File: src/rtl/gpio_irq_pkg.sv
package gpio_irq_pkg;

    localparam int DW = 32;
    localparam int AW = 3;
    localparam int MW = 3;
    localparam int SLOT = 4;
    localparam int PER_WORD = DW / SLOT;

    typedef enum logic [MW-1:0] {
        MD_FALL = 3'd0,
        MD_RISE = 3'd1,
        MD_LOW  = 3'd2,
        MD_HIGH = 3'd3,
        MD_BOTH = 3'd4
    } det_mode_e;

    typedef enum logic [AW-1:0] {
        ADR_EN    = 3'd0,
        ADR_STAT  = 3'd1,
        ADR_CLR   = 3'd2,
        ADR_MASK  = 3'd3,
        ADR_MSET  = 3'd4,
        ADR_MCLR  = 3'd5,
        ADR_MODE0 = 3'd6,
        ADR_MODE1 = 3'd7
    } reg_addr_e;

    typedef struct packed {
        logic cur;
        logic prv;
    } pin_hist_t;

    function automatic logic detect_evt(input det_mode_e md, input pin_hist_t h);
        logic r;
        case (md)
            MD_FALL: r = h.prv & ~h.cur;
            MD_RISE: r = ~h.prv & h.cur;
            MD_LOW:  r = ~h.cur;
            MD_HIGH: r = h.cur;
            MD_BOTH: r = h.prv ^ h.cur;
            default: r = 1'b0;
        endcase
        return r;
    endfunction

endpackage

File: src/rtl/gpio_irq_sync.sv
module gpio_irq_sync
    import gpio_irq_pkg::*;
#(
    parameter int NCH = 12
) (
    input  logic                 clk,
    input  logic                 rst,
    input  logic [NCH-1:0]       pin_in,
    output pin_hist_t [NCH-1:0]  hist
);

    for (genvar g = 0; g < NCH; g++) begin : g_ch
        logic meta_q;
        logic sync_q;
        logic prev_q;

        always_ff @(posedge clk) begin
            if (rst) begin
                meta_q <= 1'b0;
                sync_q <= 1'b0;
                prev_q <= 1'b0;
            end else begin
                meta_q <= pin_in[g];
                sync_q <= meta_q;
                prev_q <= sync_q;
            end
        end

        assign hist[g].cur = sync_q;
        assign hist[g].prv = prev_q;
    end

endmodule

File: src/rtl/gpio_irq_detect.sv
module gpio_irq_detect
    import gpio_irq_pkg::*;
#(
    parameter int NCH = 12
) (
    input  det_mode_e [NCH-1:0]  mode,
    input  pin_hist_t [NCH-1:0]  hist,
    output logic [NCH-1:0]       ev
);

    for (genvar g = 0; g < NCH; g++) begin : g_ch
        assign ev[g] = detect_evt(mode[g], hist[g]);
    end

endmodule

File: src/rtl/gpio_irq_regs.sv
module gpio_irq_regs
    import gpio_irq_pkg::*;
#(
    parameter int NCH = 12
) (
    input  logic                 clk,
    input  logic                 rst,
    input  logic                 wr_en,
    input  logic [AW-1:0]        addr,
    input  logic [DW-1:0]        wr_data,
    input  logic [NCH-1:0]       ev,
    output logic [NCH-1:0]       en,
    output logic [NCH-1:0]       pend,
    output logic [NCH-1:0]       mask,
    output det_mode_e [NCH-1:0]  mode,
    output logic [DW-1:0]        rd_data
);

    localparam int PAD = DW - NCH;

    logic [NCH-1:0] wbits;
    logic           wr_en_reg, wr_clr, wr_mset, wr_mclr, wr_md0, wr_md1;
    logic [DW-1:0]  md_word0, md_word1;

    assign wbits     = wr_data[NCH-1:0];
    assign wr_en_reg = wr_en && (addr == ADR_EN);
    assign wr_clr    = wr_en && (addr == ADR_CLR);
    assign wr_mset   = wr_en && (addr == ADR_MSET);
    assign wr_mclr   = wr_en && (addr == ADR_MCLR);
    assign wr_md0    = wr_en && (addr == ADR_MODE0);
    assign wr_md1    = wr_en && (addr == ADR_MODE1);

    always_ff @(posedge clk) begin
        if (rst) begin
            en   <= '0;
            pend <= '0;
            mask <= '1;
        end else begin
            if (wr_en_reg) en <= wbits;
            // a fresh event outranks a clear in the same cycle
            pend <= (pend & ~(wr_clr ? wbits : '0)) | (ev & en);
            mask <= (mask | (wr_mset ? wbits : '0)) & ~(wr_mclr ? wbits : '0);
        end
    end

    always_ff @(posedge clk) begin
        if (rst) begin
            for (int i = 0; i < NCH; i++) mode[i] <= MD_FALL;
        end else begin
            for (int i = 0; i < NCH; i++) begin
                if ((i / PER_WORD == 0) ? wr_md0 : wr_md1)
                    mode[i] <= det_mode_e'(wr_data[SLOT*(i % PER_WORD) +: MW]);
            end
        end
    end

    always_comb begin
        md_word0 = '0;
        md_word1 = '0;
        for (int i = 0; i < NCH; i++) begin
            if (i / PER_WORD == 0) md_word0[SLOT*(i % PER_WORD) +: MW] = mode[i];
            else                   md_word1[SLOT*(i % PER_WORD) +: MW] = mode[i];
        end
    end

    always_comb begin
        case (addr)
            ADR_EN:    rd_data = {{PAD{1'b0}}, en};
            ADR_STAT:  rd_data = {{PAD{1'b0}}, pend};
            ADR_MASK:  rd_data = {{PAD{1'b0}}, mask};
            ADR_MODE0: rd_data = md_word0;
            ADR_MODE1: rd_data = md_word1;
            default:   rd_data = '0;
        endcase
    end

endmodule

File: src/rtl/gpio_irq_ctrl.sv
module gpio_irq_ctrl
    import gpio_irq_pkg::*;
#(
    parameter int NCH = 12
) (
    input  logic              clk,
    input  logic              rst,
    input  logic              wr_en,
    input  logic [2:0]        addr,
    input  logic [31:0]       wr_data,
    output logic [31:0]       rd_data,
    input  logic [NCH-1:0]    pin_in,
    output logic              irq_out
);

    pin_hist_t [NCH-1:0] hist_w;
    det_mode_e [NCH-1:0] mode_w;
    logic [NCH-1:0]      ev_w;
    logic [NCH-1:0]      en_w;
    logic [NCH-1:0]      pend_w;
    logic [NCH-1:0]      mask_w;

    gpio_irq_sync #(.NCH(NCH)) u_sync (
        .clk    (clk),
        .rst    (rst),
        .pin_in (pin_in),
        .hist   (hist_w)
    );

    gpio_irq_detect #(.NCH(NCH)) u_detect (
        .mode (mode_w),
        .hist (hist_w),
        .ev   (ev_w)
    );

    gpio_irq_regs #(.NCH(NCH)) u_regs (
        .clk     (clk),
        .rst     (rst),
        .wr_en   (wr_en),
        .addr    (addr),
        .wr_data (wr_data),
        .ev      (ev_w),
        .en      (en_w),
        .pend    (pend_w),
        .mask    (mask_w),
        .mode    (mode_w),
        .rd_data (rd_data)
    );

    assign irq_out = |(pend_w & ~mask_w);

endmodule

File: config.mk
export PLATFORM = sky130hd
export DESIGN_NAME = gpio_irq_ctrl
export DESIGN_NICKNAME = d
export VERILOG_FILES = /design/src/rtl/gpio_irq_pkg.sv /design/src/rtl/gpio_irq_sync.sv /design/src/rtl/gpio_irq_detect.sv /design/src/rtl/gpio_irq_regs.sv /design/src/rtl/gpio_irq_ctrl.sv
export SDC_FILE = /design/constraint.sdc
export NUM_CORES = 1
export LEC_CHECK = 0
export ABC_AREA = 1
export BUFFER_PORTS_ARGS = -buffer_cell sky130_fd_sc_hd__buf_2
export CAP_MARGIN = 20
export CORE_MARGIN = 2
export CORE_UTILIZATION = 33
export CTS_CLUSTER_DIAMETER = 60
export DETAILED_ROUTE_END_ITERATION = 12
export PLACE_DENSITY = 0.49
export SLEW_MARGIN = 25
export SYNTH_ARGS = -nofsm -noshare
export SYNTH_HDL_FRONTEND = slang
export SYNTH_SLANG_ARGS = --single-unit
File: constraint.sdc
create_clock -name clk -period 1.5 [get_ports clk]
set_input_delay 0.225 -clock clk [delete_from_list [all_inputs] [get_ports clk]]
set_output_delay 0.225 -clock clk [all_outputs]
set_load 0.03 [all_outputs]
# Word level (Yosys, flattened, before mapping)
# Index checks and enable logic that the tools add are counted.
[op_classes]
eq_ne = 55
n_mux = 16
reduce_logical = 20
bitwise = 69
[op_table]
columns = ["cell", "count"]
rows = [
  ["31-bit one-hot mux with 5 select lines", 1],
  ["3-bit by 2-bit equality test with 1-bit output, second input constant", 26],
  ["1-bit one-hot mux with 5 select lines", 12],
  ["12-bit AND", 4],
  ["3-bit equality test, second input constant", 16],
  ["3-bit by 1-bit equality test with 1-bit output, second input constant", 13],
  ["3-bit logical NOT", 13],
  ["12-bit 2-to-1 mux", 3],
  ["12-bit inverter", 3],
  ["1-bit AND", 24],
  ["1-bit inverter", 24],
  ["12-bit OR", 2],
  ["12-bit OR reduction", 1],
  ["1-bit bitwise XOR", 12],
  ["1-bit logical AND", 6],
]
[word_totals]
wordCells = 211
ff_bits = 108
out_inout_bits = 33
in_bits = 50

# Logic depth before layout (Yosys ltp)
[logic_depth]
ltp_word = 6
ltp_mapped = 10
ltp_nobuf = 10

# Modules after synthesis
# Synthesis repeated with hierarchy kept, for this count alone.
[hier_totals]
cells_unflattened = 861
area_unflattened_um2 = 5703.0
[by_module_without_submodules]
columns = ["mod", "area_each_um2", "cells_each", "instances"]
rows = [
  ["gpio_irq_regs", 3206.8, 454, 1],
  ["gpio_irq_sync", 1221.2, 136, 1],
  ["gpio_irq_detect", 1148.6, 238, 1],
  ["gpio_irq_ctrl", 126.4, 33, 1],
]

# Worst setup path before layout
# OpenSTA, ideal clock, no wires.
[synth_timing]
kind = "input to output"
startpoint = "input addr[1]"
endpoint = "output rd_data[13]"
setup_slack_ns = 0.023
stages = 4
t_arrival_ns = 1.252
t_required_ns = 1.275
n_path_buf = 0
path_cell_list = "inv_1 -> nor2_4 -> nand2_1 -> o21ai_0"
[synth_between]
elab_chain_len = 2
word_cells_on_any_way = 6
classes_between = "4 x eq/ne; 1 x mux; 1 x reduce/logical"
[synth_rtl]
columns = ["item", "line_no", "rtl"]
rows = [
  ["start: declaration", "gpio_irq_ctrl.sv:9", "input logic [2:0] addr,"],
  ["3-bit equality test, or another cell as far along", "gpio_irq_regs.sv:67", "case (addr)"],
  ["31-bit one-hot mux with 5 select lines *", "gpio_irq_regs.sv:67", ""],
  ["end: declaration", "gpio_irq_ctrl.sv:11", "output logic [31:0] rd_data,"],
]
# Every way passes the cells marked *; elsewhere a longest branch is shown, timed or not.

# Worst setup path in the final report
[layout_timing]
startpoint = "register u_regs.mask[2]"
endpoint = "output irq_out"
[layout_between]
elab_chain_len = 3
[layout_rtl]
columns = ["item", "line_no", "rtl"]
rows = [
  ["start: declaration", "gpio_irq_regs.sv:14", "output logic [NCH-1:0] mask,"],
  ["start signal: assignment", "gpio_irq_regs.sv:42", "mask <= (mask | (wr_mset ? wbits : '0)) & ~(wr_mclr ? wbits : '0);"],
  ["12-bit inverter", "gpio_irq_ctrl.sv:50", "assign irq_out = |(pend_w & ~mask_w);"],
  ["12-bit AND", "gpio_irq_ctrl.sv:50", ""],
  ["12-bit OR reduction", "gpio_irq_ctrl.sv:50", ""],
  ["end: declaration", "gpio_irq_ctrl.sv:13", "output logic irq_out"],
]
# Every way passes these cells.

==> qor.csv <==
stage;metric;value;unit
drt;DR iter-0 viols;290;
yosys;Syn Inst Count;708;
power;pwr/cell area;967;nW/um2
global_routing;M3 GR Usage;0.0321;
setup_path;crit path launch type;flop;
drt;Post-Route WL;14100;um
setup_path;Crit Path Max Fanout;2;
yosys;Post-Syn Area;5100;um2
power;Max VDD drop;0.536;mV
timing;Finish-stage setup viols;1;
global_routing;Total GRT Usage;0.179;
timing;Slew Viols, Final;0;
setup_path;Critical-path top delay cell;dfxtp_2;
timing;final hold slack;0.0699;ns
timing;final worst slack;-0.0830;ns
die;I/O pin count;83;
global_routing;total gr overflow;0;
finish;most frequent cells in the layout;119 x inv_1, 113 x nand2_1, 95 x dfxtp_1;
run_status;outcome;finished, violations left;
finish;Register Area;2180;um2
placement;global placer's final weighted congestion;0.811;
finish;antenna diode count;0;
drt;DR vias;4767;
clock_tree;clk sink count;108;
placement;dpl hpwl;10100;um
global_routing;number of global-route vias before repair;4598;
min_path;hold depth;3;
global_routing;largest net degree at the start of global routing;56;
timing;final worst-path cycle share;1.06;
min_path;Worst Hold Launch;pin_in[9];
timing;max frequency;632;MHz
setup_path;CP max stage delay;0.34;ns
flow_run;Max-Cap Viols;0;
yosys;library cells used by synthesis;36;
timing;Tmin final;1.58;ns
clock_tree;Num CTS Buffers;9;
setup_path;CP top delay family;flip-flops;
drt;Via density;4.84;
global_routing;first-pass GRT wire length;22800;um
finish;fraction of layout cells with a size suffix above 1;0.209;
setup_path;crit end category;output port;
die;DIE HEIGHT;128;um
die;CORE AREA;15100;um2
global_routing;met1 Usage GRT;0.237;
setup_path;worst reg2reg path depth;7;
clock_tree;Worst-path clk slew;0.07;ns
setup_path;reg-to-reg slack, setup;0.22;ns
global_routing;initial antenna violation count;1;
clock_tree;Clock Latency Late Sink;0.35;ns
drt;DRT Pass-1 Iters;4;
drt;antenna viol nets, final;0;
power;P_leak;0.00278;uW
min_path;Hold EP;u_sync.g_ch[9].meta_q$_SDFF_PP0_;
global_routing;gr busiest metal;met2;
power;total power;6120;uW
finish;most common cell after layout, fill and taps aside;inv_1;
finish;nets@finish;867;
setup_path;critical path type;reg -> out;
finish;filler cell count;1569;
global_routing;met2 usage;0.277;
timing;Post-Route Skew;0.00792;ns
placement;Buffers on Ports;72;
drt;DR WL/cell;14.3;um
die;die area;16500;um2
yosys;sequential share of the synthesized area;0.424;
die;row count;45;
min_path;min-delay worst type;in -> reg;
run_status;failing checks;negative setup slack;
yosys;Async S/R FF share, synth;0;
die;Initial Util;0.337;
setup_path;reg-to-reg endpoint;u_regs.pend[7]$_SDFF_PP0_;
finish;synthesis-to-layout area growth;24.1;%
timing;final hold viol count;0;
timing;RSZ-0062 raised after global routing;yes;
setup_path;WP data arrival;1.36;ns
setup_path;Worst EP required;1.27;ns
setup_path;worst path cell trace;inv_2 -> nand2_2 -> o21ai_2 -> a211oi_2 -> nand3_1 -> buf_6;
placement;DP Worst Slack;-0.0742;ns
finish;footprint of the multi-input gates;2350;um2
yosys;Synth Register Bits;108;
die;die span in x;128;um
clock_tree;CTS tree;built;
yosys;ys flop type;dfxtp_1;
yosys;Synth warnings;0;
clock_tree;clock buffer depth;2;
setup_path;Worst Path Buf+Inv;2;
yosys;EDFF count, synth;0;
yosys;mean post-synth cell area;7.20;um2
drt;DRC;0;
clock_tree;# H-tree levels;3;
clock_tree;CTS root buf;clkbuf_16;
setup_path;r2r startpoint;u_sync.g_ch[7].prev_q$_SDFF_PP0_;
==> layer usage <==
layer  vias up  wire length (um)  part of all wire
li1       2415                 -                 -
met1      2187              6550              0.47
met2       132              6230              0.44
met3        31               791             0.056
met4         2               483             0.034
met5         -                13           0.00092
==> through the flow <==
step | area (um2) | utilization | cells | TNS [ns]
2_1_floorplan | 5110 | - | 712 | 0
3_3_place_gp | 5770 | 0.381 | 966 | -0.101
3_5_place_dp | 5770 | 0.381 | 966 | -0.375
4_1_cts | 6220 | 0.410 | 983 | -0.175
5_1_grt | 6330 | 0.418 | 984 | -0.174
6_report | 6330 | 0.418 | 984 | -0.0830
==> worst max path at each step <==
| stage | slack [ns] | start | cells past startpoint | to |
|---|---|---|---|---|
| detailed placement | -0.07 | addr[1] | 8 | rd_data[6] |
| finish | -0.08 | u_regs.mask[2]$_SDFF_PP1_ | 6 | irq_out |
| floorplan | 0.02 | addr[1] | 4 | rd_data[13] |
| CTS | -0.17 | u_regs.mask[2]$_SDFF_PP1_ | 6 | irq_out |
| global route | -0.15 | u_regs.mask[2]$_SDFF_PP1_ | 6 | irq_out |
| global placement | -0.03 | addr[2] | 7 | rd_data[4] |
==> power breakdown <==
part	switching, uW	leakage (uW)	internal (uW)
clock network	1040	0.000145	1370
logic	434	0.00176	264
registers	60.0	0.000883	2960
==> layout make-up <==
cell class,count,share of cell area
well taps,188,0.0372
inverters,131,0.0799
clock buffers,12,0.0405
flip-flops and latches,108,0.345
multi-input cells,442,0.372
clock inverters,2,0.00554
repair buffers,101,0.120
==> repair_timing <==
item / CTS / global route
resized for setup: 48 / 37
endpoints found under the setup margin: 14 / 16
hold buffers: 0 / 0
setup buffers: 2 / 1
cloned: 1 / 0
pin swaps: 7 / 10
==> synthesized netlist by cell type, types with 7 or more instances <==
master	number	area, um2
nand4_1	9	56.3
nand2_1	119	447
o211ai_1	7	52.6
nand3_1	29	145
nor2_1	74	278
buf_2	7	35.0
buf_4	8	60.1
o21ai_0	75	375
dfxtp_1	108	2160
ha_1	24	300
a21oi_1	59	295
inv_1	123	462
a22oi_1	9	67.6
==> registers in the layout (all words and copies together) (netlist names) <==
| register | cells |
|---|---|
| u_regs.en | 12 |
| u_regs.mode | 36 |
| u_sync.g_ch.sync_q | 12 |
| u_sync.g_ch.meta_q | 12 |
| u_sync.g_ch.prev_q | 12 |
| u_regs.pend | 12 |
| u_regs.mask | 12 |
==> worst min-delay path, stage by stage <==
cell	delay [ns]
buf_2	0.07
inv_1	0.03
nor2_1	0.06
==> kinds of logic after synthesis <==
| kind of cell | Yosys count | synth area share |
|---|---|---|
| flip-flops | 108 | 0.424 |
| buffers and inverters | 162 | 0.136 |
| AND/OR/NAND/NOR | 245 | 0.201 |
| AO/OA/AOI/OAI | 168 | 0.180 |
| other | 1 | 0.000735 |
| adder cells (fa/ha/maj) | 24 | 0.0589 |
(Power assumes the default switching activity.)
